===== config.mk =====
export PLATFORM = sky130hd
export DESIGN_NAME = ahb_pbridge
export DESIGN_NICKNAME = d
export VERILOG_FILES = /design/src/rtl/pbr_pkg.sv /design/src/rtl/pbr_decode.sv /design/src/rtl/pbr_fsm.sv /design/src/rtl/ahb_pbridge.sv
export SDC_FILE = /design/constraint.sdc
export NUM_CORES = 1
export LEC_CHECK = 0
export ABC_CLOCK_PERIOD_IN_PS = 1850
export BUFFER_PORTS_ARGS = -buffer_cell sky130_fd_sc_hd__buf_4
export CORE_UTILIZATION = 45
export DETAILED_ROUTE_END_ITERATION = 12
export PLACE_DENSITY = 0.78
export SYNTH_ARGS = -nofsm -noshare
export SYNTH_HDL_FRONTEND = slang
export SYNTH_HIERARCHICAL = 1
export SYNTH_SLANG_ARGS = --single-unit
export TNS_END_PERCENT = 20

===== constraint.sdc =====
create_clock -name hclk -period 1.85 [get_ports hclk]
set_input_delay 0 -clock hclk [delete_from_list [all_inputs] [get_ports hclk]]
set_output_delay 0 -clock hclk [all_outputs]
set_load 0.02 [all_outputs]

===== src/rtl/pbr_pkg.sv =====
package pbr_pkg;

    typedef enum logic [2:0] {
        ST_IDLE,
        ST_WCAP,
        ST_SETUP,
        ST_ACCESS,
        ST_DONE,
        ST_ERR1,
        ST_ERR2
    } pbr_state_e;

    localparam logic [1:0] HT_IDLE   = 2'b00;
    localparam logic [1:0] HT_BUSY   = 2'b01;
    localparam logic [1:0] HT_NONSEQ = 2'b10;
    localparam logic [1:0] HT_SEQ    = 2'b11;

endpackage


===== src/rtl/pbr_decode.sv =====
module pbr_decode #(
    parameter int                ADDR_W   = 32,
    parameter int                NSLV     = 3,
    parameter int                WIN_BITS = 12,
    parameter logic [ADDR_W-1:0] REGION   = 32'h4000_0000
) (
    input  logic [ADDR_W-1:WIN_BITS] addr_hi,
    output logic                     hit,
    output logic [NSLV-1:0]          sel
);

    localparam int IDX_W   = (NSLV > 1) ? $clog2(NSLV) : 1;
    localparam int TAG_LSB = WIN_BITS + IDX_W;

    logic             tag_ok;
    logic [IDX_W-1:0] idx;

    assign tag_ok = (addr_hi[ADDR_W-1:TAG_LSB] == REGION[ADDR_W-1:TAG_LSB]);
    assign idx    = addr_hi[TAG_LSB-1:WIN_BITS];

    for (genvar i = 0; i < NSLV; i++) begin : g_win
        assign sel[i] = tag_ok && (idx == IDX_W'(i));
    end

    assign hit = |sel;

endmodule


===== src/rtl/pbr_fsm.sv =====
module pbr_fsm
    import pbr_pkg::*;
(
    input  logic clk,
    input  logic rst_n,
    input  logic start,
    input  logic hit,
    input  logic write,
    input  logic pready,
    input  logic pslverr,
    output logic take_addr,
    output logic cap_wdata,
    output logic cap_rdata,
    output logic apb_act,
    output logic penable,
    output logic hreadyout,
    output logic hresp
);

    pbr_state_e state, nxt;
    logic       open_st;

    assign open_st = (state == ST_IDLE) || (state == ST_DONE) || (state == ST_ERR2);

    // state register
    always_ff @(posedge clk or negedge rst_n) begin
        if (!rst_n) begin
            state <= ST_IDLE;
        end else begin
            state <= nxt;
        end
    end

    // next state
    always_comb begin
        nxt = state;
        unique case (state)
            ST_IDLE, ST_DONE, ST_ERR2: begin
                if (start) begin
                    if (!hit) begin
                        nxt = ST_ERR1;
                    end else if (write) begin
                        nxt = ST_WCAP;
                    end else begin
                        nxt = ST_SETUP;
                    end
                end else begin
                    nxt = ST_IDLE;
                end
            end
            ST_WCAP:   nxt = ST_SETUP;
            ST_SETUP:  nxt = ST_ACCESS;
            ST_ACCESS: begin
                if (pready) begin
                    nxt = pslverr ? ST_ERR1 : ST_DONE;
                end
            end
            ST_ERR1:   nxt = ST_ERR2;
            default:   nxt = ST_IDLE;
        endcase
    end

    // outputs
    always_comb begin
        hreadyout = open_st;
        hresp     = (state == ST_ERR1) || (state == ST_ERR2);
        apb_act   = (state == ST_SETUP) || (state == ST_ACCESS);
        penable   = (state == ST_ACCESS);
        cap_wdata = (state == ST_WCAP);
        cap_rdata = (state == ST_ACCESS) && pready;
        take_addr = open_st && start;
    end

endmodule


===== src/rtl/ahb_pbridge.sv =====
module ahb_pbridge
    import pbr_pkg::*;
#(
    parameter int                ADDR_W   = 32,
    parameter int                DATA_W   = 32,
    parameter int                NSLV     = 3,
    parameter int                WIN_BITS = 12,
    parameter logic [ADDR_W-1:0] REGION   = 32'h4000_0000
) (
    input  logic              hclk,
    input  logic              hresetn,
    input  logic              hsel,
    input  logic [ADDR_W-1:0] haddr,
    input  logic [1:0]        htrans,
    input  logic              hwrite,
    input  logic [DATA_W-1:0] hwdata,
    input  logic              hready,
    output logic              hreadyout,
    output logic              hresp,
    output logic [DATA_W-1:0] hrdata,
    output logic [ADDR_W-1:0] paddr,
    output logic [NSLV-1:0]   psel,
    output logic              penable,
    output logic              pwrite,
    output logic [DATA_W-1:0] pwdata,
    input  logic [DATA_W-1:0] prdata,
    input  logic              pready,
    input  logic              pslverr
);

    logic              start;
    logic              hit;
    logic [NSLV-1:0]   dec_sel;
    logic              take_addr;
    logic              cap_wdata;
    logic              cap_rdata;
    logic              apb_act;
    logic [ADDR_W-1:0] addr_q;
    logic              write_q;
    logic [NSLV-1:0]   sel_q;
    logic [DATA_W-1:0] wdata_q;
    logic [DATA_W-1:0] rdata_q;

    assign start = hsel && hready && ((htrans == HT_NONSEQ) || (htrans == HT_SEQ));

    pbr_decode #(
        .ADDR_W   (ADDR_W),
        .NSLV     (NSLV),
        .WIN_BITS (WIN_BITS),
        .REGION   (REGION)
    ) u_decode (
        .addr_hi (haddr[ADDR_W-1:WIN_BITS]),
        .hit     (hit),
        .sel     (dec_sel)
    );

    pbr_fsm u_fsm (
        .clk       (hclk),
        .rst_n     (hresetn),
        .start     (start),
        .hit       (hit),
        .write     (hwrite),
        .pready    (pready),
        .pslverr   (pslverr),
        .take_addr (take_addr),
        .cap_wdata (cap_wdata),
        .cap_rdata (cap_rdata),
        .apb_act   (apb_act),
        .penable   (penable),
        .hreadyout (hreadyout),
        .hresp     (hresp)
    );

    always_ff @(posedge hclk or negedge hresetn) begin
        if (!hresetn) begin
            addr_q  <= '0;
            write_q <= 1'b0;
            sel_q   <= '0;
        end else if (take_addr) begin
            addr_q  <= haddr;
            write_q <= hwrite;
            sel_q   <= dec_sel;
        end
    end

    always_ff @(posedge hclk or negedge hresetn) begin
        if (!hresetn) begin
            wdata_q <= '0;
        end else if (cap_wdata) begin
            wdata_q <= hwdata;
        end
    end

    always_ff @(posedge hclk or negedge hresetn) begin
        if (!hresetn) begin
            rdata_q <= '0;
        end else if (cap_rdata) begin
            rdata_q <= prdata;
        end
    end

    assign paddr  = addr_q;
    assign pwrite = write_q;
    assign pwdata = wdata_q;
    assign psel   = apb_act ? sel_q : '0;
    assign hrdata = rdata_q;

endmodule


-- Word-level counts from Yosys, hierarchy flattened
Index checks and enable logic that the tools add are counted.
- $add $sub $neg: 0
- multipliers: 0
- div/mod/pow operators: 0
- $lt $le $gt $ge: 0
- equal/unequal tests: 12
- shift-type cells: 0
- mux-type cells: 7
- bitwise operators: 0
- reductions and logical operators: 16
- operators with widths (kind ; number):
    $eq 18x17->1 const B ; 1
    $pmux 3 s5 ; 1
    $mux 3 ; 4
    $eq 3x3->1 const B ; 3
    $logic_and 1x1->1 ; 7
    $eq 2x2->1 const B ; 3
    $eq 3x2->1 const B ; 2
    $reduce_or 3->1 ; 2
    $logic_or 1x1->1 ; 5
    $eq 3x1->1 const B ; 1
    $logic_not 3->1 ; 1
    $eq 2x1->1 const B ; 1
    $logic_not 2->1 ; 1
    $mux 2 ; 1
    $ne 2x1->1 const B ; 1
    $mux 1 ; 1
- register bits: 103
- bits in latches: 0
- memory bits (writable): 0
- ROM bits: 0
- output and inout port bits: 103
- memories kept: 0

-- Longest topological paths before layout
- word-level depth: 6
- depth in mapped cells: 6
- depth with buffers taken out: 6

-- By module
The synthesis kept the hierarchy.
- by module, submodules not included (module ; instances ; cells each ; area an instance (um2)):
    ahb_pbridge ; 1 ; 216 ; 4152.7
    pbr_fsm ; 1 ; 26 ; 201.4
    pbr_decode ; 1 ; 11 ; 95.1

-- Worst setup path after synthesis
OpenSTA, ideal clock, no wires.
- kind: register to register
- from: register u_fsm.state[1]
- to: register addr_q[10] (netlist: paddr[10])
- data arrival time: 1.718 ns
- required time: 1.725 ns
- setup slack: 0.007 ns
- stages on the path, launching flop included: 7
- path buffers: 2
- cell sequence: dfrtp_1 > nor2b_2 > nor2_1 > and2_1 > buf_6 > buf_12 > mux2_4
- longest elaborated chain between the ends: 4
- elaborated cells on any way between the ends: 6
- ends and longest elaborated chain (element ; line ; RTL):
    start: declaration ; pbr_fsm.sv:20 ; pbr_state_e state, nxt;
    start signal: assignment ; pbr_fsm.sv:30 ; state <= nxt;
    $eq 3x3->1 / $logic_not 3->1 (equally long branches) ; pbr_fsm.sv:23 ; assign open_st = (state == ST_IDLE) || (state == ST_DONE) || (state == ST_ERR2);
    $logic_or 1x1->1 ; pbr_fsm.sv:23 ;
    $logic_or 1x1->1 (*) ; pbr_fsm.sv:23 ;
    via hreadyout ; ahb_pbridge.sv:18 ; output logic hreadyout,
    $logic_and 1x1->1 (*) ; pbr_fsm.sv:71 ; take_addr = open_st && start;
    via take_addr ; ahb_pbridge.sv:34 ; logic take_addr;
    end signal: assignment ; ahb_pbridge.sv:80 ; addr_q <= haddr;
    end: declaration ; ahb_pbridge.sv:38 ; logic [ADDR_W-1:0] addr_q;
The timed path passes the listed nets; every way through them passes the cells marked *.
A chain may end at the register's enable or synchronous reset.

-- Final worst setup path
- from: register u_fsm.state[1]
- to: register addr_q[31] (netlist: paddr[31])
- longest elaborated chain between the ends: 4
- elaborated cells on any way between the ends: 6
- ends and longest elaborated chain (element ; line):
    $eq 3x3->1 / $logic_not 3->1 (equally long branches) ; pbr_fsm.sv:23
    $logic_or 1x1->1 ; pbr_fsm.sv:23
    $logic_or 1x1->1 (*) ; pbr_fsm.sv:23
    $logic_and 1x1->1 (*) ; pbr_fsm.sv:71
    via take_addr ; ahb_pbridge.sv:34
Marks and branches as above.

==> flow_summary.toml <==
[outcome]
status = "complete, no violations"

[place]
placed_area_um2 = 6110
globalplace.congestion = 0.856
portBuffers = 206
dp.final_hpwl_um = 7340

[timing]
timing.hold.ws_ns = 0.112
finalMaxSlewViolations = 0
skew_ns = 0.0143
max-slew-margin-rel_pct = 66.1
finalSetupTns_ns = 0
max_freq_mhz = 569
finalSetupViolCount = 0
rsz0062_at_grt = "no"
finalCritPeriodShare_pct = 94.9
min_period_ns = 1.76
worst_slew_pin_slew_ns = 0.508
hold_violations = 0

[synth]
synthCells = 253
synthArstFlopShare_pct = 100
synth.distinct_cells = 24
yosys.area_share.xor_xnor_pct = 0.197
synth_compound_area_share_pct = 0.844
synth_edf_count = 0
synth-simple-area-share_pct = 4.25
ys_seq_elements = 103
yosysWarnings = 6
syn_area_um2 = 4450
synth_top_family_by_area = "multiplexers"
synth_mux_area_share_pct = 32.9
synth-seq-area-share_pct = 57.9
synth_fp_nets = 358
synth_ff_type = "dfrtp_1"
synth_fa_ha_area_share_pct = 0
avgSynthCellArea_um2 = 17.6

[worst_setup_path]
worstPathArrival_ns = 2.00
path_max_fanout = 24
required_ns = 2.09
cp-startpoint = "u_fsm/state[1]$_DFFE_PN0P_"
r2r_start = "u_fsm/state[1]$_DFFE_PN0P_"
start_kind = "register"
cpPeakStageDelay_ns = 0.44
slowest_stage = "dfrtp_1"
crit_buf_inv = 1
crit_chain = "nor2b_2 > nor2_1 > and2_2 > buf_12 > mux2_2"
crit_family = "simple AND/OR/NAND/NOR gates"
critPathCaptureType = "register"
path_class = "register to register"

[cts]
cts_tree = "built"
h-tree-depth = 3
insertion_delay_ns = 0.36
path_clk_slew_ns = 0.09
clockBufferDepth = 2
numCtsBuffers = 9
cts_setup_buffers = 0
cts_sinks = 103
cts_root_buffer = "clkbuf_8"

[die]
die_h_um = 101
core_region_area_um2 = 9420
dieWidth_um = 101
dieArea_um2 = 10300
rows = 35
start_util_pct = 47.3
ioPinCount = 208

[route]
via_per_inst = 4.81
drt-total-wl_um = 12400
post_drt_wl_per_cell_um = 17.7
drt-initial-drc-count = 94
remaining_drc_errors = 0
ant_nets = 0
vias = 3355
first_pass_iters = 6

[cells_and_area]
n_antenna_cell = 0
nNetsFinal = 669
layout_commonest_cell = "buf_4"
syn2layout_area_growth_pct = 64.5
fin_area_um2 = 7320
final_cell_mix = "buf_4 (207), dfrtp_1 (103), dlygate4sd3_1 (100)"
layout-drive-gt1-share_pct = 59.1

[global_routing]
grtUsageTotal_pct = 24.6
grt-ovfl-total = 0
grt_pass1_wl_um = 19100
antenna_found_initial = 0
grt_max_degree = 52
grt_pass1_vias = 3770

[worst_hold_path]
hold_class = "input port to register"
min_from = "hready"

[pwr]
max-vdd-ir-drop_v = 0.000685
pwr_density_cell_nw_per_um2 = 1610
leakage_uw = 0.00357

[flow_run]
maxCapViolations = 0
==> worst register-to-register path, delay by kind of cell, from the launching register on <==
kind / cells / cell delay (ns)
DFF: 1 / 0.44
and+or+nand+nor: 3 / 0.62
buffers and inverters: 1 / 0.23
muxes: 1 / 0.36
==> sequential cells by signal (all words and copies together) (netlist names) <==
signal,cells
sel_q,3
u_fsm/state,3
paddr,32
hrdata,32
pwrite,1
pwdata,32
==> cell type report <==
class | count | area (µm²)
inverter | 3 | 11.3
tap | 129 | 161
fill | 531 | 2100
clock buffer | 11 | 141
sequential | 103 | 2580
timing repair buffer | 312 | 2660
multi-input combinational | 135 | 1720
clock inverter | 5 | 57.6
==> where the power goes <==
group | switching [µW] | leakage (µW) | internal, µW
combinational | 2830 | 0.00223 | 3460
clock | 757 | 0.000103 | 665
sequential | 743 | 0.00124 | 3370
total | 4330 | 0.00357 | 7490
==> Yosys cell counts, types with 3 or more instances <==
library cell | n | share of area (%)
and2_1 | 5 | 0.70
mux2_4 | 90 | 30
a21oi_1 | 4 | 0.45
dfrtp_1 | 103 | 58
nor4_1 | 4 | 0.56
mux2_2 | 10 | 2.5
buf_6 | 9 | 2.3
buf_12 | 3 | 1.3
nor2_1 | 4 | 0.34
inv_1 | 3 | 0.25
==> metrics by stage <==
step | power, µW | setup WS, ns | instances | utilization, %
6_report | 11800 | 0.0938 | 698 | 77.7
5_1_grt | 12400 | 0.0175 | 698 | 77.7
4_1_cts | 11800 | 0.0918 | 698 | 77.7
3_5_place_dp | 10100 | 0.101 | 582 | 64.9
3_3_place_gp | 9980 | 0.158 | 582 | 64.9
2_1_floorplan | 7760 | 0.00728 | 253 | -
==> worst paths after layout <==
path | endpoint | slack [ns] | cells past startpoint
min | u_fsm/state[1]$_DFFE_PN0P_ | 0.11 | 4
min reg2reg | hrdata[17]$_DFFE_PN0P_ | 0.52 | 1
max reg2reg | paddr[31]$_DFFE_PN0P_ | 0.09 | 5
max in group asynchronous | paddr[6]$_DFFE_PN0P_ | 1.05 | 3
min in group asynchronous | paddr[3]$_DFFE_PN0P_ | 0.15 | 2
max | paddr[31]$_DFFE_PN0P_ | 0.09 | 5
==> layer usage <==
metal	global-route usage, %	routed length, µm	vias to the layer above
met5	0	0	-
met2	45.2	6640	151
met1	27.6	4660	1655
met3	4.97	706	31
li1	-	-	1518
met4	11.0	377	0
==> kinds of logic after synthesis <==
family                 Yosys count
flip-flops                     103
multiplexers                   100
AND/OR/NAND/NOR                 27
buffers and inverters           15
AO/OA/AOI/OAI                    7
XOR/XNOR                         1
==> what timing repair did <==
item,4_1_cts,5_1_grt
hold buffers,100,0
resized for setup,0,1
setup endpoints to repair,0,2
hold endpoints to repair,137,0
Note: power is estimated with default switching activity, not from simulation.
